**src/rtl/scan_seq_pkg.sv**
```systemverilog
// Package: shared phase encoding for the launch-capture sequencer.
// Assumes nothing beyond a 3-bit state field.
package scan_seq_pkg;
    typedef enum logic [2:0] {
        PH_IDLE   = 3'd0,
        PH_LOAD   = 3'd1,
        PH_LAUNCH = 3'd2,
        PH_CAPT   = 3'd3,
        PH_UNLOAD = 3'd4
    } phase_t;
endpackage

```
**src/rtl/seq_period_timer.sv**
```systemverilog
// Down-counter that produces a one-cycle tick every programmed number of base cycles.
// Assumes period_i >= 1. The owner reloads it on start and on every tick.
module seq_period_timer #(
    parameter int PER_W = 8
) (
    input  logic             clk,
    input  logic             rst_n,
    input  logic             reload_i,
    input  logic [PER_W-1:0] period_i,
    input  logic             run_i,
    output logic             tick_o
);
    logic [PER_W-1:0] cnt_q;

    // Count the remaining cycles down to the next edge.
    always_ff @(posedge clk) begin
        if (!rst_n)
            cnt_q <= '0;
        else if (reload_i)
            cnt_q <= period_i - 1'b1;
        else if (run_i && cnt_q != '0)
            cnt_q <= cnt_q - 1'b1;
    end

    assign tick_o = run_i && (cnt_q == '0);
endmodule

```
**src/rtl/seq_vector_shifter.sv**
```systemverilog
// Holds the first vector for serial scan-in and assembles the serial scan-out response.
// Assumes cap_idx_i < MAX_LEN whenever cap_i is set.
module seq_vector_shifter #(
    parameter int MAX_LEN = 16,
    parameter int LEN_W   = 5
) (
    input  logic               clk,
    input  logic               rst_n,
    input  logic               load_i,
    input  logic [MAX_LEN:0]   vec_i,
    input  logic               shift_i,
    output logic               scan_in_o,
    input  logic               cap_i,
    input  logic [LEN_W-1:0]   cap_idx_i,
    input  logic               scan_out_i,
    output logic [MAX_LEN-1:0] resp_o
);
    logic [MAX_LEN:0] sreg_q;

    // Shift the stored vector toward the chain, filling with zeros.
    always_ff @(posedge clk) begin
        if (!rst_n)
            sreg_q <= '0;
        else if (load_i)
            sreg_q <= vec_i;
        else if (shift_i)
            sreg_q <= {1'b0, sreg_q[MAX_LEN:1]};
    end

    assign scan_in_o = sreg_q[0];

    // One capture flop per response bit, written when its index comes out.
    for (genvar g = 0; g < MAX_LEN; g++) begin : g_resp
        always_ff @(posedge clk) begin
            if (!rst_n || load_i)
                resp_o[g] <= 1'b0;
            else if (cap_i && cap_idx_i == LEN_W'(g))
                resp_o[g] <= scan_out_i;
        end
    end
endmodule

```
**src/rtl/scan_launch_capture_seq.sv**
```systemverilog
// Top: sequences load, launch, rated capture and unload of a two-pattern delay test.
// Assumes 1 <= chain length <= MAX_LEN and 1 <= rated period < shift period.
module scan_launch_capture_seq
    import scan_seq_pkg::*;
#(
    parameter int MAX_LEN = 16,
    parameter int PER_W   = 8,
    localparam int LEN_W  = $clog2(MAX_LEN + 1)
) (
    input  logic               clk,
    input  logic               rst_n,
    input  logic               start_i,
    input  logic               func_launch_i,
    input  logic [LEN_W-1:0]   chain_len_i,
    input  logic [PER_W-1:0]   shift_period_i,
    input  logic [PER_W-1:0]   rated_period_i,
    input  logic [MAX_LEN:0]   vec_i,
    input  logic               scan_out_i,
    output logic               scan_en_o,
    output logic               clk_en_o,
    output logic               scan_in_o,
    output logic               pi_v1_o,
    output logic               pi_v2_o,
    output logic [MAX_LEN-1:0] resp_o,
    output logic               busy_o,
    output logic               done_o
);
    phase_t           phase_q;
    logic             func_q;
    logic [LEN_W-1:0] len_q;
    logic [PER_W-1:0] slow_q;
    logic [PER_W-1:0] rated_q;
    logic [LEN_W-1:0] nbits_q;
    logic             done_q;
    logic             tick;
    logic             start_ok;
    logic             last_bit;
    logic             reload;
    logic [PER_W-1:0] period_sel;
    logic             shift_en;
    logic             cap_en;

    assign start_ok = start_i && (phase_q == PH_IDLE);
    assign last_bit = (nbits_q == len_q - 1'b1);
    assign busy_o   = (phase_q != PH_IDLE);

    // Choose the spacing to the next edge: rated only after the launch edge.
    always_comb begin
        reload     = start_ok || tick;
        period_sel = slow_q;
        if (start_ok)
            period_sel = shift_period_i;
        else if (phase_q == PH_LAUNCH)
            period_sel = rated_q;
    end

    seq_period_timer #(.PER_W(PER_W)) i_timer (
        .clk      (clk),
        .rst_n    (rst_n),
        .reload_i (reload),
        .period_i (period_sel),
        .run_i    (busy_o),
        .tick_o   (tick)
    );

    // Phase sequencing, bit counting and configuration latch.
    always_ff @(posedge clk) begin
        if (!rst_n) begin
            phase_q <= PH_IDLE;
            func_q  <= 1'b0;
            len_q   <= '0;
            slow_q  <= '0;
            rated_q <= '0;
            nbits_q <= '0;
            done_q  <= 1'b0;
        end else begin
            done_q <= 1'b0;
            unique case (phase_q)
                PH_IDLE: if (start_i) begin
                    func_q  <= func_launch_i;
                    len_q   <= chain_len_i;
                    slow_q  <= shift_period_i;
                    rated_q <= rated_period_i;
                    nbits_q <= '0;
                    phase_q <= PH_LOAD;
                end
                PH_LOAD: if (tick) begin
                    if (last_bit) begin
                        nbits_q <= '0;
                        phase_q <= PH_LAUNCH;
                    end else begin
                        nbits_q <= nbits_q + 1'b1;
                    end
                end
                PH_LAUNCH: if (tick) phase_q <= PH_CAPT;
                PH_CAPT:   if (tick) phase_q <= PH_UNLOAD;
                PH_UNLOAD: if (tick) begin
                    if (last_bit) begin
                        nbits_q <= '0;
                        done_q  <= 1'b1;
                        phase_q <= PH_IDLE;
                    end else begin
                        nbits_q <= nbits_q + 1'b1;
                    end
                end
                default: phase_q <= PH_IDLE;
            endcase
        end
    end

    // Test-control level per phase: normal mode for capture and functional launch.
    always_comb begin
        unique case (phase_q)
            PH_LAUNCH: scan_en_o = !func_q;
            PH_CAPT:   scan_en_o = 1'b0;
            default:   scan_en_o = 1'b1;
        endcase
    end

    assign clk_en_o = tick;
    assign pi_v1_o  = tick && (phase_q == PH_LOAD) && last_bit;
    assign pi_v2_o  = tick && (phase_q == PH_LAUNCH);
    assign shift_en = tick && ((phase_q == PH_LOAD) || (phase_q == PH_LAUNCH && !func_q));
    assign cap_en   = tick && (phase_q == PH_UNLOAD);
    assign done_o   = done_q;

    seq_vector_shifter #(.MAX_LEN(MAX_LEN), .LEN_W(LEN_W)) i_shifter (
        .clk        (clk),
        .rst_n      (rst_n),
        .load_i     (start_ok),
        .vec_i      (vec_i),
        .shift_i    (shift_en),
        .scan_in_o  (scan_in_o),
        .cap_i      (cap_en),
        .cap_idx_i  (nbits_q),
        .scan_out_i (scan_out_i),
        .resp_o     (resp_o)
    );
endmodule

```
**config.mk**
```make
export PLATFORM = sky130hd
export DESIGN_NAME = scan_launch_capture_seq
export DESIGN_NICKNAME = d
export VERILOG_FILES = /design/src/rtl/scan_seq_pkg.sv /design/src/rtl/seq_period_timer.sv /design/src/rtl/seq_vector_shifter.sv /design/src/rtl/scan_launch_capture_seq.sv
export SDC_FILE = /design/constraint.sdc
export NUM_CORES = 1
export LEC_CHECK = 0
export ABC_AREA = 1
export BUFFER_PORTS_ARGS = -buffer_cell sky130_fd_sc_hd__buf_2
export CAP_MARGIN = 15
export CORE_ASPECT_RATIO = 1.2
export CORE_MARGIN = 5
export CORE_UTILIZATION = 47
export DETAILED_ROUTE_END_ITERATION = 10
export GPL_TIMING_DRIVEN = 0
export PLACE_DENSITY = 0.72
export SYNTH_ARGS = -nofsm -noshare
export SYNTH_HDL_FRONTEND = slang
export SYNTH_SLANG_ARGS = --single-unit
```
**constraint.sdc**
```tcl
create_clock -name clk -period 1.7 [get_ports clk]
set_input_delay 0 -clock clk [delete_from_list [all_inputs] [get_ports clk]]
set_output_delay 0 -clock clk [all_outputs]
set_load 0.05 [all_outputs]
```
==> report_table.html <==
<table>
<tr><th>Metric</th><th>Value</th></tr>
<tr><th colspan="2">Outcome</th></tr>
<tr><td>Result of the run</td><td>finished with violations</td></tr>
<tr><td>Failing checks</td><td>negative setup slack</td></tr>
<tr><th colspan="2">Detailed routing</th></tr>
<tr><td>DRC marker count from the first detailed-route iteration</td><td>392</td></tr>
<tr><td>Post-route ant nets</td><td>0</td></tr>
<tr><td>DRC violation count after routing</td><td>0</td></tr>
<tr><td>Vias after detailed routing</td><td>around 4,100</td></tr>
<tr><td>DR pass1 iterations</td><td>6</td></tr>
<tr><td>Average detailed-routed wire length per instance</td><td>around 16 microns</td></tr>
<tr><td>Ratio of routed vias to standard cells</td><td>5.31</td></tr>
<tr><td>Total wirelength of the detailed-routed design</td><td>12,100 microns</td></tr>
<tr><th colspan="2">STA</th></tr>
<tr><td>Final clock skew</td><td>0.0128 ns</td></tr>
<tr><td>Remaining max-slew budget at the tightest pin</td><td>0.606</td></tr>
<tr><td>Setup repair after global routing missed its margin</td><td>yes</td></tr>
<tr><td>Final hold vios</td><td>0</td></tr>
<tr><td>Number of max-slew violations in the final report</td><td>0</td></tr>
<tr><td>Portion of the clock cycle consumed by the worst path in the final layout</td><td>1.18</td></tr>
<tr><td>Transition at the pin with the smallest max-transition slack</td><td>0.592 ns</td></tr>
<tr><td>Final count of negative-setup-slack endpoints</td><td>32</td></tr>
<tr><td>Final worst path period need</td><td>2.00 ns</td></tr>
<tr><td>Worst-case setup margin in the final layout</td><td>-0.301 ns</td></tr>
<tr><td>Final worst hold slack</td><td>0.0268 ns</td></tr>
<tr><td>Peak Freq</td><td>0.500 GHz</td></tr>
<tr><th colspan="2">Finish</th></tr>
<tr><td>Count of non-filler cells in the finished layout</td><td>780</td></tr>
<tr><td>Final design instance area without fill</td><td>5600 sq um</td></tr>
<tr><td>Filler Cells Inserted</td><td>560</td></tr>
<tr><td>Layout overhead on the synthesized area</td><td>52.3%</td></tr>
<tr><td>Number of antenna repair diodes</td><td>0</td></tr>
<tr><td>Final Net Count</td><td>733</td></tr>
<tr><td>Share of post-route cells with drive strength above 1</td><td>0.368</td></tr>
<tr><th colspan="2">Pwr</th></tr>
<tr><td>Peak ir drop on the vdd network</td><td>about 900 uV</td></tr>
<tr><td>Leakage power of the design</td><td>2.43 nW</td></tr>
<tr><td>Power per unit of standard cell area</td><td>~1600 nW/um^2</td></tr>
<tr><td>Total power draw</td><td>8.86 mW</td></tr>
<tr><th colspan="2">Run</th></tr>
<tr><td>Max-capacitance violation count</td><td>0</td></tr>
<tr><th colspan="2">Die</th></tr>
<tr><td>Top-Level Pins</td><td>66</td></tr>
<tr><td>Die extent in y</td><td>107 microns</td></tr>
<tr><td>Site row count</td><td>35</td></tr>
<tr><td>Die outline area</td><td>9710 sq um</td></tr>
<tr><td>Die Span X</td><td>90.8 microns</td></tr>
<tr><td>Initial Utilization</td><td>0.480</td></tr>
<tr><td>Floorplan core area</td><td>7660 sq um</td></tr>
<tr><th colspan="2">Yosys</th></tr>
<tr><td>Synth top area share</td><td>0.392</td></tr>
<tr><td>Total nets after synthesis</td><td>583</td></tr>
<tr><td>#FFs+latches synth</td><td>72</td></tr>
<tr><td>Fraction of the yosys area taken by sequential cells</td><td>0.392</td></tr>
<tr><td>Syn Inst Count</td><td>533</td></tr>
<tr><td>Number of warnings printed during yosys synthesis</td><td>0</td></tr>
<tr><td>Post-synthesis cell type count</td><td>33</td></tr>
<tr><td>Synthesized cell area</td><td>3680 sq um</td></tr>
<tr><td>Cell taking the most area after synthesis</td><td>dfxtp_1</td></tr>
<tr><td>Largest cells by area after synthesis</td><td>dfxtp_1 39%, nand2_1 14%, o21ai_0 8.0%</td></tr>
<tr><td>Mean post-synth cell area</td><td>6.90 sq um</td></tr>
<tr><th colspan="2">Critical path</th></tr>
<tr><td>Sum of buffers and inverters on the critical path</td><td>2</td></tr>
<tr><td>Data arrival time of the worst path</td><td>2.00 ns</td></tr>
<tr><td>CP cell instances</td><td>inv_2 -&gt; ha_4 -&gt; xnor2_1 -&gt; a21oi_1 -&gt; nand4_1 -&gt; nor3_4 -&gt; buf_6</td></tr>
<tr><td>Biggest fanout along the worst timing path</td><td>3</td></tr>
<tr><td>Crit path largest cell delay</td><td>0.32 ns</td></tr>
<tr><td>Classification of the worst setup path</td><td>reg2out</td></tr>
<tr><td>Worst-path cell with the longest stage delay</td><td>dfxtp_2</td></tr>
<tr><td>Required time of the worst setup path</td><td>between 1.5 and 2 ns</td></tr>
<tr><td>Kind of cell with the highest combined delay on the critical path</td><td>simple AND/OR/NAND/NOR gates</td></tr>
<tr><td>Kind of start point of the critical path</td><td>flop</td></tr>
<tr><td>Endpoint class of the critical path</td><td>primary output</td></tr>
<tr><th colspan="2">Global routing</th></tr>
<tr><td>Total routing usage reported by global routing</td><td>0.219</td></tr>
<tr><td>Via count of the first global-routing pass</td><td>3,913</td></tr>
<tr><td>Largest net degree at the start of global routing</td><td>17</td></tr>
<tr><td>GR Overflow Total</td><td>0</td></tr>
<tr><td>First-pass GRT wire length</td><td>17,500 microns</td></tr>
<tr><td>Antenna violations before repair</td><td>0</td></tr>
<tr><th colspan="2">Place</th></tr>
<tr><td>Dpl cells</td><td>a little under 700</td></tr>
<tr><td>Detailed placement HPWL</td><td>6990 microns</td></tr>
<tr><td>Weighted congestion reported at the end of routability-driven placement</td><td>0.992</td></tr>
<tr><td>Cell area after placement</td><td>between 4000 and 5000 sq um</td></tr>
<tr><td>Dpl ws</td><td>-0.203 ns</td></tr>
<tr><td>Number of buffers inserted by port buffering</td><td>65</td></tr>
<tr><th colspan="2">Hold path</th></tr>
<tr><td>Hold WC Path Type</td><td>in2reg</td></tr>
<tr><th colspan="2">CTS</th></tr>
<tr><td>Sinks on Clock Net</td><td>72</td></tr>
<tr><td>Worst-path clk slew</td><td>0.09 ns</td></tr>
<tr><td>TritonCTS clock tree</td><td>built</td></tr>
<tr><td>Root buffer cell</td><td>clkbuf_8</td></tr>
<tr><td>Clock tree buffer depth</td><td>2</td></tr>
<tr><td>Number of levels the H-tree was split into</td><td>3</td></tr>
<tr><td>Clock latency reported for the late side of the worst-skew pair</td><td>0.38 ns</td></tr>
<tr><td>TritonCTS buffer count</td><td>9</td></tr>
</table>
## cells by family (layout without fill, tap and decap cells)
group	Yosys count	after routing	synth area share
AO/OA/AOI/OAI	127	127	0.182
adder cells (fa/ha/maj)	7	7	0.0238
flip-flops	72	72	0.392
AND/OR/NAND/NOR	226	227	0.278
XOR/XNOR	7	7	0.0167
buffers and inverters	94	248	0.107
## per-stage QoR
stage / utilization / TNS [ns]
floorplan: - / -0.0215
global placement: 0.544 / -3.35
detailed placement: 0.544 / -4.49
CTS: 0.672 / -1.21
global route: 0.731 / -7.70
finish: 0.731 / -4.59
## path summary, 6_finish.rpt
check                              startpoint                                end  slack, ns  depth (start not counted)
max                     len_q[1]$_SDFFE_PN0P_                            pi_v1_o      -0.30                          7
min reg2reg  i_shifter.resp_o[0]$_SDFFE_PP0P_   i_shifter.resp_o[0]$_SDFFE_PP0P_       0.44                          2
min                                     rst_n  i_shifter.resp_o[15]$_SDFFE_PP0P_       0.03                          3
max reg2reg           phase_q[0]$_SDFFE_PN0P_      i_timer.cnt_q[4]$_SDFFE_PN0P_      -0.24                         14
## layer usage
layer | track usage | wire length (microns) | vias to the layer above
met4 | 0.108 | 453 | 0
li1 | - | - | 2037
met2 | 0.392 | 6010 | 161
met5 | 0 | 0 | -
met3 | 0.0414 | 753 | 40
met1 | 0.249 | 4880 | 1902
## where the power goes
| group | internal (mW) | leakage (nW) | switching [mW] |
|---|---|---|---|
| Clock | 0.577 | 0.101 | 0.804 |
| Combinational | 2.03 | 1.73 | 2.99 |
| Sequential | 2.16 | 0.594 | 0.295 |
## final cells by class
type,count,area [sq um],area share
multi-input cells,368,2330,0.415
flip-flops and latches,72,1470,0.262
repair buffers,140,1070,0.190
inverters,71,282,0.0502
plain buffers,21,150,0.0268
clock buffers,9,124,0.0221
well taps,92,115,0.0205
clock inverters,7,73.8,0.0132
## flip-flops by register name, summed over array words and instances, names as in the netlist
register / cells
done_o: 1
func_q: 1
i_shifter.resp_o: 16
i_shifter.sreg_q: 17
i_timer.cnt_q: 8
len_q: 5
nbits_q: 5
phase_q: 3
rated_q: 8
slow_q: 8
## synth_stat cells (all sizes together)
library cell and number:
dfxtp 72, ha 7, o21bai 1, nand2 145
nand3b 5, xnor2 4, nor3 4, o22ai 7
o21ai 60, a21oi 43, inv 71, buf 12
nor4 1, nand4 3, and3 1, xor2 3
nor2 29, a31oi 16, or2 1, clkbuf 11
nand3 37
## what timing repair did
action / in CTS / in global routing
gates cloned: 2 / 3
endpoints found under the setup margin: 45 / 66
pin swaps: 21 / 44
endpoints found under the hold margin: 44 / 0
hold buffers: 40 / 0
buffers inserted: 17 / 14
resized for setup: 82 / 111
## cells in the final DEF (no fill, tap or decap), types with 7 or more instances in the layout
cell and n:
a21oi_1 39, dlygate4sd3_1 40, o21ai_0 33, dfxtp_1 61, buf_2 64, o21ai_2 9
o22ai_1 7, inv_1 58, dfxtp_2 7, nand2_4 14, clkbuf_8 9, inv_2 8
buf_6 14, o21ai_1 17, nand3_2 8, nand2_1 94, nand3_1 26, nor2_4 13
nor2_1 11, a31oi_1 16, clkbuf_1 8, buf_4 27, nand2_2 33
## worst min-delay path: stages
cell and delay (ns):
buf_2 0.15, nand2_4 0.15, a21oi_1 0.05
(Power assumes the default switching activity.)
